### config.mk
export PLATFORM = sky130hd
export DESIGN_NAME = cmdstat_regs
export DESIGN_NICKNAME = d
export VERILOG_FILES = /design/src/rtl/cmdstat_pkg.sv /design/src/rtl/cmdstat_cmd.sv /design/src/rtl/cmdstat_status.sv /design/src/rtl/cmdstat_regs.sv
export SDC_FILE = /design/constraint.sdc
export NUM_CORES = 1
export LEC_CHECK = 0
export ABC_AREA = 1
export BUFFER_PORTS_ARGS = -buffer_cell sky130_fd_sc_hd__buf_2
export CORE_MARGIN = 3
export CORE_UTILIZATION = 26
export CTS_CLUSTER_DIAMETER = 80
export CTS_CLUSTER_SIZE = 10
export DETAILED_ROUTE_END_ITERATION = 7
export PLACE_DENSITY_LB_ADDON = 0.3
export SKIP_CTS_REPAIR_TIMING = 1
export SYNTH_ARGS = -nofsm -noshare
export SYNTH_HDL_FRONTEND = slang
export SYNTH_SLANG_ARGS = --single-unit
### constraint.sdc
create_clock -name clk -period 1.5 [get_ports clk]
set_input_delay 0.075 -clock clk [delete_from_list [all_inputs] [get_ports clk]]
set_output_delay 0.075 -clock clk [all_outputs]
set_load 0.02 [all_outputs]
### src/rtl/cmdstat_pkg.sv
package cmdstat_pkg;
    localparam int DW          = 32;
    localparam int HW          = 16;
    localparam int NFLAG       = 3;
    localparam int SCE_BIT     = 3;
    localparam int FLAG_LSB    = 11;
    localparam logic [HW-1:0] CMD_FIXED  = 16'h0007;
    localparam logic [HW-1:0] STAT_FIXED = 16'h0280;

    // index 0: signalled target-abort, 1: received target-abort, 2: master-abort
    typedef logic [NFLAG-1:0] abort_vec_t;

    typedef struct packed {
        logic          sel;
        logic          wr;
        logic [3:0]    be;
        logic [DW-1:0] wdata;
    } cfg_wr_t;

    function automatic logic lane_write(input cfg_wr_t w, input int lane);
        return w.sel && w.wr && w.be[lane];
    endfunction
endpackage

### src/rtl/cmdstat_cmd.sv
module cmdstat_cmd
    import cmdstat_pkg::*;
(
    input  logic          clk,
    input  logic          rst,
    input  cfg_wr_t       wreq,
    output logic [HW-1:0] cmd_word,
    output logic          sce
);
    logic sce_q;
    logic load;

    assign load = lane_write(wreq, 0);

    always_ff @(posedge clk) begin
        if (rst)       sce_q <= 1'b0;
        else if (load) sce_q <= wreq.wdata[SCE_BIT];
    end

    always_comb begin
        cmd_word          = CMD_FIXED;
        cmd_word[SCE_BIT] = sce_q;
    end

    assign sce = sce_q;

    assert_sce_hold_R8: assert property (@(posedge clk) disable iff (rst)
        !(wreq.sel && wreq.wr && wreq.be[0]) |=> $stable(sce_q));
    assert_sce_load_R3: assert property (@(posedge clk) disable iff (rst)
        (wreq.sel && wreq.wr && wreq.be[0]) |=> (sce_q == $past(wreq.wdata[SCE_BIT])));
endmodule

### src/rtl/cmdstat_status.sv
module cmdstat_status
    import cmdstat_pkg::*;
(
    input  logic          clk,
    input  logic          rst,
    input  cfg_wr_t       wreq,
    input  abort_vec_t    evt,
    output logic [HW-1:0] stat_word
);
    abort_vec_t flag_q;
    logic       clr_lane;

    assign clr_lane = lane_write(wreq, 3);

    for (genvar i = 0; i < NFLAG; i++) begin : g_flag
        logic clr;
        assign clr = clr_lane && wreq.wdata[HW + FLAG_LSB + i];

        always_ff @(posedge clk) begin
            if (rst)         flag_q[i] <= 1'b0;
            else if (evt[i]) flag_q[i] <= 1'b1;
            else if (clr)    flag_q[i] <= 1'b0;
        end

        assert_flag_set_R5: assert property (@(posedge clk) disable iff (rst)
            evt[i] |=> flag_q[i]);
        assert_flag_sticky_R6: assert property (@(posedge clk) disable iff (rst)
            (flag_q[i] && !clr) |=> flag_q[i]);
        assert_no_spurious_set_R6: assert property (@(posedge clk) disable iff (rst)
            (!flag_q[i] && !evt[i]) |=> !flag_q[i]);
    end

    always_comb begin
        stat_word = STAT_FIXED;
        stat_word[FLAG_LSB +: NFLAG] = flag_q;
    end
endmodule

### src/rtl/cmdstat_regs.sv
module cmdstat_regs
    import cmdstat_pkg::*;
(
    input  logic          clk,
    input  logic          rst,
    input  logic          cfg_sel,
    input  logic [3:0]    cfg_be,
    input  logic [31:0]   cfg_wdata,
    input  logic          cfg_wr,
    input  logic          cfg_rd,
    output logic [31:0]   cfg_rdata,
    input  logic          evt_mabort,
    input  logic          evt_tabort_rcvd,
    input  logic          evt_tabort_sig,
    output logic          special_cyc_en
);
    cfg_wr_t       wreq;
    abort_vec_t    evt;
    logic [HW-1:0] cmd_word;
    logic [HW-1:0] stat_word;

    assign wreq = '{sel: cfg_sel, wr: cfg_wr, be: cfg_be, wdata: cfg_wdata};
    assign evt  = {evt_mabort, evt_tabort_rcvd, evt_tabort_sig};

    cmdstat_cmd u_cmd (
        .clk      (clk),
        .rst      (rst),
        .wreq     (wreq),
        .cmd_word (cmd_word),
        .sce      (special_cyc_en)
    );

    cmdstat_status u_stat (
        .clk       (clk),
        .rst       (rst),
        .wreq      (wreq),
        .evt       (evt),
        .stat_word (stat_word)
    );

    assign cfg_rdata = (cfg_sel && cfg_rd) ? {stat_word, cmd_word} : '0;

    assert_idle_zero_R10: assert property (@(posedge clk) disable iff (rst)
        !(cfg_sel && cfg_rd) |-> (cfg_rdata == 32'h0));
    assert_hardwired_ones_R2: assert property (@(posedge clk) disable iff (rst)
        (cfg_sel && cfg_rd) |-> (cfg_rdata[2:0] == 3'b111));
    assert_reserved_zero_R4: assert property (@(posedge clk) disable iff (rst)
        (cfg_sel && cfg_rd) |-> (cfg_rdata[15:4] == 12'h0));
    assert_sce_visible_R3: assert property (@(posedge clk) disable iff (rst)
        (cfg_sel && cfg_rd) |-> (cfg_rdata[3] == special_cyc_en));
endmodule

==> run_results.csv, run 1 <==
group,metric,value,unit
route,vias_per_cell,3.56,
sta,setup_viol,0,
logic_synthesis,synth.avg_cell_area,7.07,um^2
pwr,p_per_area,836,mW/mm^2
grt,antenna_found_initial,0,
route,wl_per_cell,7.69,um
logic_synthesis,syn_inst,57,
clocking,clockBufferDepth,2,
sta,period_needed,933,ps
sta,rsz0062_at_grt,"false",
clocking,cts_tree,"yes",
layout,nets,124,
route,drcViolationCount,0,
die,num_rows,13,
clocking,clk_latency,230,ps
outcome,outcome,"complete, no violations",
die,ios,77,
clocking,cts_max_level,1,
die,floorplan.initialDensity,0.291,
logic_synthesis,netlist_top_cells_area,"buf_4, dfxtp_1, inv_1",
layout,n_antenna_cell,0,
die,die_area,0.00206,mm^2
grt,grt_start_max_net_pins,6,
place,numPortBuffers,23,
critical_path,start_kind,"register",
die,die_h,45.4,um
route,antenna_left,0,
logic_synthesis,yosysTopAreaCellShare,0.503,
route,via_count,331,
critical_path,crit_path_max_fanout,2,
sta,fin_tns_setup,0,ps
die,die_w,45.4,um
sta,fmax,1070,MHz
route,drtPass1Iterations,3,
logic_synthesis,syn-cell-area,403,um^2
logic_synthesis,yosysTopAreaCell,"buf_4",
logic_synthesis,yosys_warnings,0,
clocking,cts_sinks,4,
layout,multi_input_comb_area,173,um^2
worst_hold_path,hold_path_class,"in -> reg",
sta,hold_violations,0,
place,placed_area,417,um^2
sta,skew,0,ps
clocking,clkTransAtPathRegs,40,ps
clocking,cts_root_buf,"clkbuf_4",
pwr,cellLeakagePower,0.000287,uW
pwr,vdd_drop_max,0.237,mV
sta,fin_crit_sh,0.622,
run,max_cap_violations,0,
logic_synthesis,ys_ff_latch,4,
critical_path,end_kind,"output pin",
route,wirelength,715,um
critical_path,rr_startpoint,"u_stat.stat_word[12]$_SDFFE_PP0P_",
sta,drv_slew,0,
logic_synthesis,ys_seq_area_frac,0.199,
place,gp_congestion,0.651,
critical_path,cp.arrival,860,ps
layout,final_cell_mix,"conb_1, buf_2, inv_1",
grt,grt_pass1_wl,917,um
route,drt_iter0_markers,1,
layout,fin_area,439,um^2
layout,seq_area,80.1,um^2
logic_synthesis,netlist-cell-type-count,10,
layout,syn_to_final_growth,9.01,%
die,core-area,0.00138,mm^2
clocking,cts_made_buffers,3,
critical_path,path_class,"reg -> out",
grt,overflow,0,
layout,nFillCells,163,
grt,grt_pass1_vias,237,
critical_path,required,1420,ps
layout,drive_above_1_share,0.346,
worst_hold_path,hp-start,"rst",
place,hpwl,630,um
critical_path,critPathLaunch,"u_cmd.sce$_SDFFE_PP0P_",
grt,grtUsageTotal,0.0666,
-- layer usage --
layer | vias up | wire, um | GRT usage
met1 | 131 | 234 | 0.0643
met4 | 0 | 0 | 0.0526
met2 | 34 | 303 | 0.0960
met5 | - | 0 | 0
met3 | 0 | 177 | 0.0478
li1 | 166 | - | -
-- area by class of cell --
class                           instances  share of cell area
Clock buffer                            3              0.0513
Timing Repair Buffer                   23               0.262
Sequential cell                         4               0.182
Multi-Input combinational cell         40               0.393
Inverter                                8              0.0684
Tap cell                               15              0.0427
-- per-stage QoR --
step           instances  utilization  total power, uW  hold slack (ps)  worst slack, ps
3_3_place_gp          90        0.301              236              284              793
6_report              93        0.318              367             48.7              567
5_1_grt               93        0.318              394             47.2              500
2_1_floorplan         79            -              255              144              623
3_5_place_dp          90        0.301              237              293              764
4_1_cts               93        0.318              375             40.7              551
-- report_power, final --
group          switching [uW]  internal (uW)  leakage, uW
logic                    90.2           27.9     0.000240
registers                3.01            114    0.0000333
clock network            42.5           89.4    0.0000138
-- synth_stat cells --
master    number
a21oi_1        4
buf_4         27
conb_1         1
dfxtp_1        4
inv_1          8
nand2_1        4
nand3_2        1
nand4_1        3
nor2_1         4
o21bai_1       1
-- path summary, 6_finish.rpt --
path	endpoint	slack [ps]	cells past startpoint
setup / recovery	cfg_rdata[3]	570	3
hold / removal	u_stat.stat_word[11]$_SDFFE_PP0P_	50	2
setup reg to reg	u_stat.stat_word[12]$_SDFFE_PP0P_	950	2
hold reg to reg	u_stat.stat_word[13]$_SDFFE_PP0P_	460	2
-- sequential cells by signal, summed over array words and instances, names as in the netlist --
signal	count
u_stat.stat_word	3
u_cmd.sce	1
-- cell families after synthesis --
family,share of synthesized area
compound gates,0.0683
buf+inv,0.578
flops,0.199
other cells,0.00931
simple gates,0.146
-- critical path: stages, from the launching register on --
cell and delay [ps]:
dfxtp_1 310, inv_1 50, nor2_1 100, buf_2 170
Power figures use the tool's default switching activity.
==> run 2, diff against run 1 <==
- ABC_AREA: 1 -> 0
- CORE_UTILIZATION: 26 -> 22
- clock period: 1.5 -> 0.8 ns (I/O delays scaled with it)
==> run 2 against run 1 <==
  * The flow now finishes with violations (setup timing)
  * Clock power up 88%
  * Worst hold slack worse by 28 ps
  * Non-clock buffer count grew 6
  * Critical path depth shrank 1
  * Synthesized cell count is 11% lower
  * Routed wire length increased by 18%
  * Final area grew 28%
  * Final cell count increased by 11%
  * Area after synthesis up 2.2%
  * Power rose by 99%
  * Largest power group is now combinational cells
  * Global-route usage shrank 0.31 points
  * Clock-buffer cell count unchanged
==> run_results.csv, run 2 <==
group,metric,value,unit
sta,drv_slew,0,
place,gp_congestion,0.642,
clocking,cts_tree,"yes",
clocking,clockBufferDepth,2,
layout,final_common_cell,"conb_1",
logic_synthesis,netlist_top_cells_area,"buf_4, dfxtp_1, and3_2",
clocking,clkTransAtPathRegs,40,ps
route,via_count,355,
layout,fin_area,561,um^2
die,num_rows,15,
place,placed_area,438,um^2
sta,rsz0062_at_grt,"true",
sta,hold_violations,0,
critical_path,cp_slowest_stage_delay,310,ps
layout,nFillCells,195,
critical_path,required,760,ps
place,preCtsSetupSlack,97.0,ps
layout,drive_above_1_share,0.500,
logic_synthesis,ys_seq_area_frac,0.195,
die,ios,77,
logic_synthesis,synth.avg_cell_area,8.07,um^2
critical_path,cpMaxStageDelayCell,"dfxtp_2",
logic_synthesis,yosysTopAreaCellShare,0.492,
outcome,outcome,"finished, violations left",
clocking,cts_max_level,1,
sta,fmax,1130,MHz
logic_synthesis,syn_inst,51,
grt,grt_pass1_wl,1060,um
place,placedCellCount,94,
clocking,clk_latency,230,ps
critical_path,path_class,"reg -> out",
logic_synthesis,syn-cell-area,412,um^2
grt,antenna_found_initial,0,
layout,nets,124,
die,die_h,49.3,um
grt,overflow,0,
clocking,cts_made_buffers,3,
layout,final_cells,103,
logic_synthesis,async_flop_share,0,
die,die_area,0.00243,mm^2
die,die_w,49.3,um
place,hpwl,694,um
clocking,cts_root_buf,"clkbuf_4",
route,drt_iter0_markers,4,
grt,grt_pass1_vias,222,
run,max_cap_violations,0,
layout,n_antenna_cell,0,
logic_synthesis,yosysTopAreaCell,"buf_4",
logic_synthesis,synth_ff_type,"dfxtp_1",
clocking,cts_sinks,4,
layout,syn_to_final_growth,36.2,%
logic_synthesis,synth_common_cells,"buf_4, and3_2, dfxtp_1",
logic_synthesis,netlist-cell-type-count,12,
layout,post-route-util,0.321,
die,core-area,0.00175,mm^2
logic_synthesis,ys_ff_latch,4,
pwr,vdd_drop_max,1.01,mV
grt,grtUsageTotal,0.0635,
route,vias_per_cell,3.45,
sta,skew,0,ps
critical_path,crit_path_max_fanout,2,
sta,fin_crit_sh,1.11,
pwr,p_per_area,1300,mW/mm^2
pwr,cellLeakagePower,0.000323,uW
critical_path,end_kind,"output pin",
place,numPortBuffers,23,
sta,setup_ws,-85.4,ps
grt,grt_start_max_net_pins,8,
route,wirelength,844,um
die,floorplan.initialDensity,0.236,
layout,final_cell_mix,"conb_1, buf_2, buf_6",
route,wl_per_cell,8.19,um
critical_path,crit_chain,"and3_2 > buf_6",
sta,holdWs,20.8,ps
critical_path,cp.arrival,850,ps
route,drtPass1Iterations,3,
route,drcViolationCount,0,
sta,setup_viol,5,
logic_synthesis,synth_edf_count,0,
outcome,violations,"setup timing",
layout,largest_register_ffs,3,
critical_path,start_kind,"register",
route,antenna_left,0,
logic_synthesis,yosys_warnings,0,
logic_synthesis,synth_most_common_cell,"buf_4",
sta,period_needed,885,ps
worst_hold_path,hold_path_class,"in -> reg",
[run 2: cell types whose count changed in the layout (fill, tap and decap cells not counted), moves of 4 or more]
cell,change
buf_6,+6
dfxtp_2,+4
dfxtp_1,-4
a21oi_1,-4
inv_1,-5
buf_2,-5
nand2_1,-4
[run 2: logic make-up after synthesis]
| logic type | Yosys count | synth area share |
|---|---|---|
| AO/OA/AOI/OAI | 3 | 0.0638 |
| buffers and inverters | 30 | 0.520 |
| flip-flops | 4 | 0.195 |
| multiplexers | 1 | 0.0243 |
| other | 1 | 0.00911 |
| AND/OR/NAND/NOR | 12 | 0.188 |
[run 2: area by class of cell]
cell class	instances	area, um^2	area share
repair buffers	29	203	0.362
inverters	3	11.3	0.0201
clock buffers	3	22.5	0.0402
multi-input cells	39	208	0.371
well taps	25	31.3	0.0558
flip-flops and latches	4	85.1	0.152
[run 2: power breakdown]
part / switching (uW) / internal, uW
logic: 169 / 89.2
clock network: 80.4 / 168
registers: 7.29 / 217
total: 257 / 473
[run 2: path summary, 6_finish.rpt]
path                                     startpoint                           endpoint  slack (ps)  cells past startpoint
setup / recovery             u_cmd.sce$_SDFFE_PP0P_                       cfg_rdata[3]         -90                      2
hold / removal                                  rst  u_stat.stat_word[12]$_SDFFE_PP0P_          20                      2
setup reg to reg  u_stat.stat_word[13]$_SDFFE_PP0P_  u_stat.stat_word[13]$_SDFFE_PP0P_          40                      3
hold reg to reg   u_stat.stat_word[12]$_SDFFE_PP0P_  u_stat.stat_word[12]$_SDFFE_PP0P_         490                      2
[run 2: through the flow]
stage               power (uW)  setup TNS, ps
floorplan                  477              0
global placement           439              0
detailed placement         442              0
CTS                        701           -519
global route               788           -499
finish                     730           -319
[run 2: worst max-delay path: cells and delay by family, from the launching register on]
family        cells  cell delay, ps
simple gates      1             170
flops             1             310
buf+inv           1             130
[run 2: per-layer routing]
layer | up-vias | global-route usage | part of all wire
met1 | 149 | 0.0622 | 0.37
li1 | 172 | - | -
met4 | 0 | 0.0284 | 0
met2 | 34 | 0.0893 | 0.44
met3 | 0 | 0.0612 | 0.19
met5 | - | 0 | 0
==> run 3, diff against run 2 <==
- BUFFER_PORTS_ARGS: -buffer_cell sky130_fd_sc_hd__buf_2 -> default
- CORE_AREA: default -> 3 3 40 42
- CORE_MARGIN: 3 -> default
- CORE_UTILIZATION: 22 -> default
- DIE_AREA: default -> 0 0 43 45
- DONT_BUFFER_PORTS: default -> 1
==> run 3 against run 2 <==
  * The flow finishes with violations (hold timing, setup timing)
  * Critical path depth shrank 1
  * Non-clock buffer count shrank 18
  * Final area shrank 16%
  * Routed wire length shrank 15%
  * Register-to-register slack gained 70 ps
  * Combinational power shrank 16%
  * Sequential share of layout area grew 2.9 points
  * Global-route usage grew 0.40 points
  * Core utilization grew 4.5 points
  * Critical path type unchanged
==> run_results.csv, run 3 (synthesis results as in run 2) <==
group,metric,value,unit
outcome,outcome,"finished, violations left",
outcome,violations,"hold timing, setup timing",
critical_path,cp.arrival,780,ps
critical_path,critPathLaunch,"u_cmd.sce$_SDFFE_PP0P_",
sta,holdWs,-23.9,ps
sta,period_needed,816,ps
die,die_area,0.00194,mm^2
pwr,switching_share,0.348,
sta,fmax,1230,MHz
clocking,cts_root_buf,"clkbuf_4",
grt,grt_pass1_vias,209,
layout,n_antenna_cell,0,
layout,largest_register_ffs,3,
critical_path,worst-path-stages,1,
route,wl_per_cell,9.56,um
place,numPortBuffers,0,
pwr,fin_total_pwr,692,uW
critical_path,cp_top_family,"flip-flops",
critical_path,rr_startpoint,"u_stat.stat_word[11]$_SDFFE_PP0P_",
route,top_layer,"met3",
die,num_rows,13,
pwr,p_per_area,1470,mW/mm^2
critical_path,worstRegToRegCells,2,
route,drtPass1Iterations,1,
critical_path,regToRegEndpoint,"u_stat.stat_word[11]$_SDFFE_PP0P_",
sta,skew,0,ps
critical_path,required,760,ps
route,wl_met1,238,um
clocking,clk_latency,230,ps
critical_path,cp_slowest_stage_delay,330,ps
critical_path,critical_path.endpoint,"cfg_rdata[3]",
die,core-area,0.00128,mm^2
route,via_count,270,
critical_path,r2r_slack,110,ps
place,preCtsSetupSlack,114,ps
pwr,p_clk_frac,0.361,
route,wl_met2,328,um
layout,post-route-util,0.366,
pwr,p_switching,240,uW
layout,syn_to_final_growth,14.3,%
grt,grt_start_max_net_pins,8,
route,wl_met3,151,um
grt,overflow,0,
layout,final_common_cell,"conb_1",
sta,fin_crit_sh,1.02,
pwr,vdd_drop_max,0.467,mV
critical_path,start_kind,"register",
route,wirelength,717,um
worst_hold_path,hold_path_class,"in -> reg",
clocking,cts_sinks,4,
die,die_h,45,um
die,die_w,43,um
grt,grt_pass1_wl,897,um
grt,antenna_found_initial,0,
critical_path,crit_path_max_fanout,3,
sta,drv_slew,0,
sta,setup_viol,4,
sta,setup_ws,-15.6,ps
grt,grtUsageTotal,0.0675,
route,vias_per_cell,3.60,
clocking,clockBufferDepth,2,
critical_path,cpMaxStageDelayCell,"dfxtp_2",
die,floorplan.initialDensity,0.320,
route,drt_iter0_markers,0,
critical_path,crit_chain,"and3_4",
clocking,cts_tree,"yes",
layout,drive_above_1_share,0.250,
critical_path,end_kind,"output pin",
run,max_cap_violations,0,
pwr,p_int,451,uW
critical_path,critPathBufInv,0,
layout,final_cell_mix,"conb_1, dlygate4sd3_1, and3_4",
pwr,cellLeakagePower,0.000238,uW
pwr,p_comb_frac,0.314,
pwr,seqPwrFrac,0.325,
clocking,cts_made_buffers,3,
critical_path,path_class,"reg -> out",
place,gp_congestion,0.581,
sta,rsz0062_at_grt,"true",
clocking,cts_max_level,1,
layout,nets,106,
die,ios,77,
route,drcViolationCount,0,
clocking,clkTransAtPathRegs,40,ps
route,antenna_left,0,
sta,hold_violations,3,
run 3: cell types whose count changed in the layout (fill, tap and decap cells not counted):
cell and delta:
buf_12 +1, buf_6 -6, buf_4 -1, and3_4 +2, and3_2 -2, dlygate4sd3_1 +6
buf_2 -18
run 3: worst min path at each step:
stage | start | to | slack, ps | depth (start not counted)
detailed placement | rst | u_stat.stat_word[12]$_SDFFE_PP0P_ | 110 | 1
global placement | rst | u_stat.stat_word[12]$_SDFFE_PP0P_ | 110 | 1
global route | evt_mabort | u_stat.stat_word[13]$_SDFFE_PP0P_ | 2 | 2
floorplan | rst | u_stat.stat_word[11]$_SDFFE_PP0P_ | 110 | 1
CTS | rst | u_stat.stat_word[12]$_SDFFE_PP0P_ | -140 | 1
finish | evt_mabort | u_stat.stat_word[13]$_SDFFE_PP0P_ | -20 | 2
run 3: stage by stage:
stage | instance area, um^2 | setup TNS, ps | instances
final | 470 | -43.2 | 75
after global routing | 470 | -145 | 75
after CTS | 360 | -215 | 66
after detailed placement | 338 | 0 | 63
after global placement | 338 | 0 | 63
after floorplan | 494 | 0 | 73
run 3: power by group through the flow:
stage | combinational, uW | sequential, uW | clock, uW
4_1_cts | 173 | 221 | 261
2_1_floorplan | 253 | 223 | 0
6_report | 217 | 225 | 249
5_1_grt | 232 | 227 | 266
3_3_place_gp | 172 | 224 | 0
3_5_place_dp | 173 | 224 | 0
run 3: layer usage:
layer  vias to the layer above  GRT usage
met4                         0     0.0542
met3                         0     0.0438
met5                         -          0
met1                       111     0.0700
met2                        24     0.0958
li1                        135          -
run 3: final cells by class:
cell class	count	area [um^2]
Clock buffer	3	22.5
Fill cell	148	815
Inverter	3	11.3
Multi-Input combinational cell	39	215
Sequential cell	4	85.1
Tap cell	15	18.8
Timing Repair Buffer	11	118
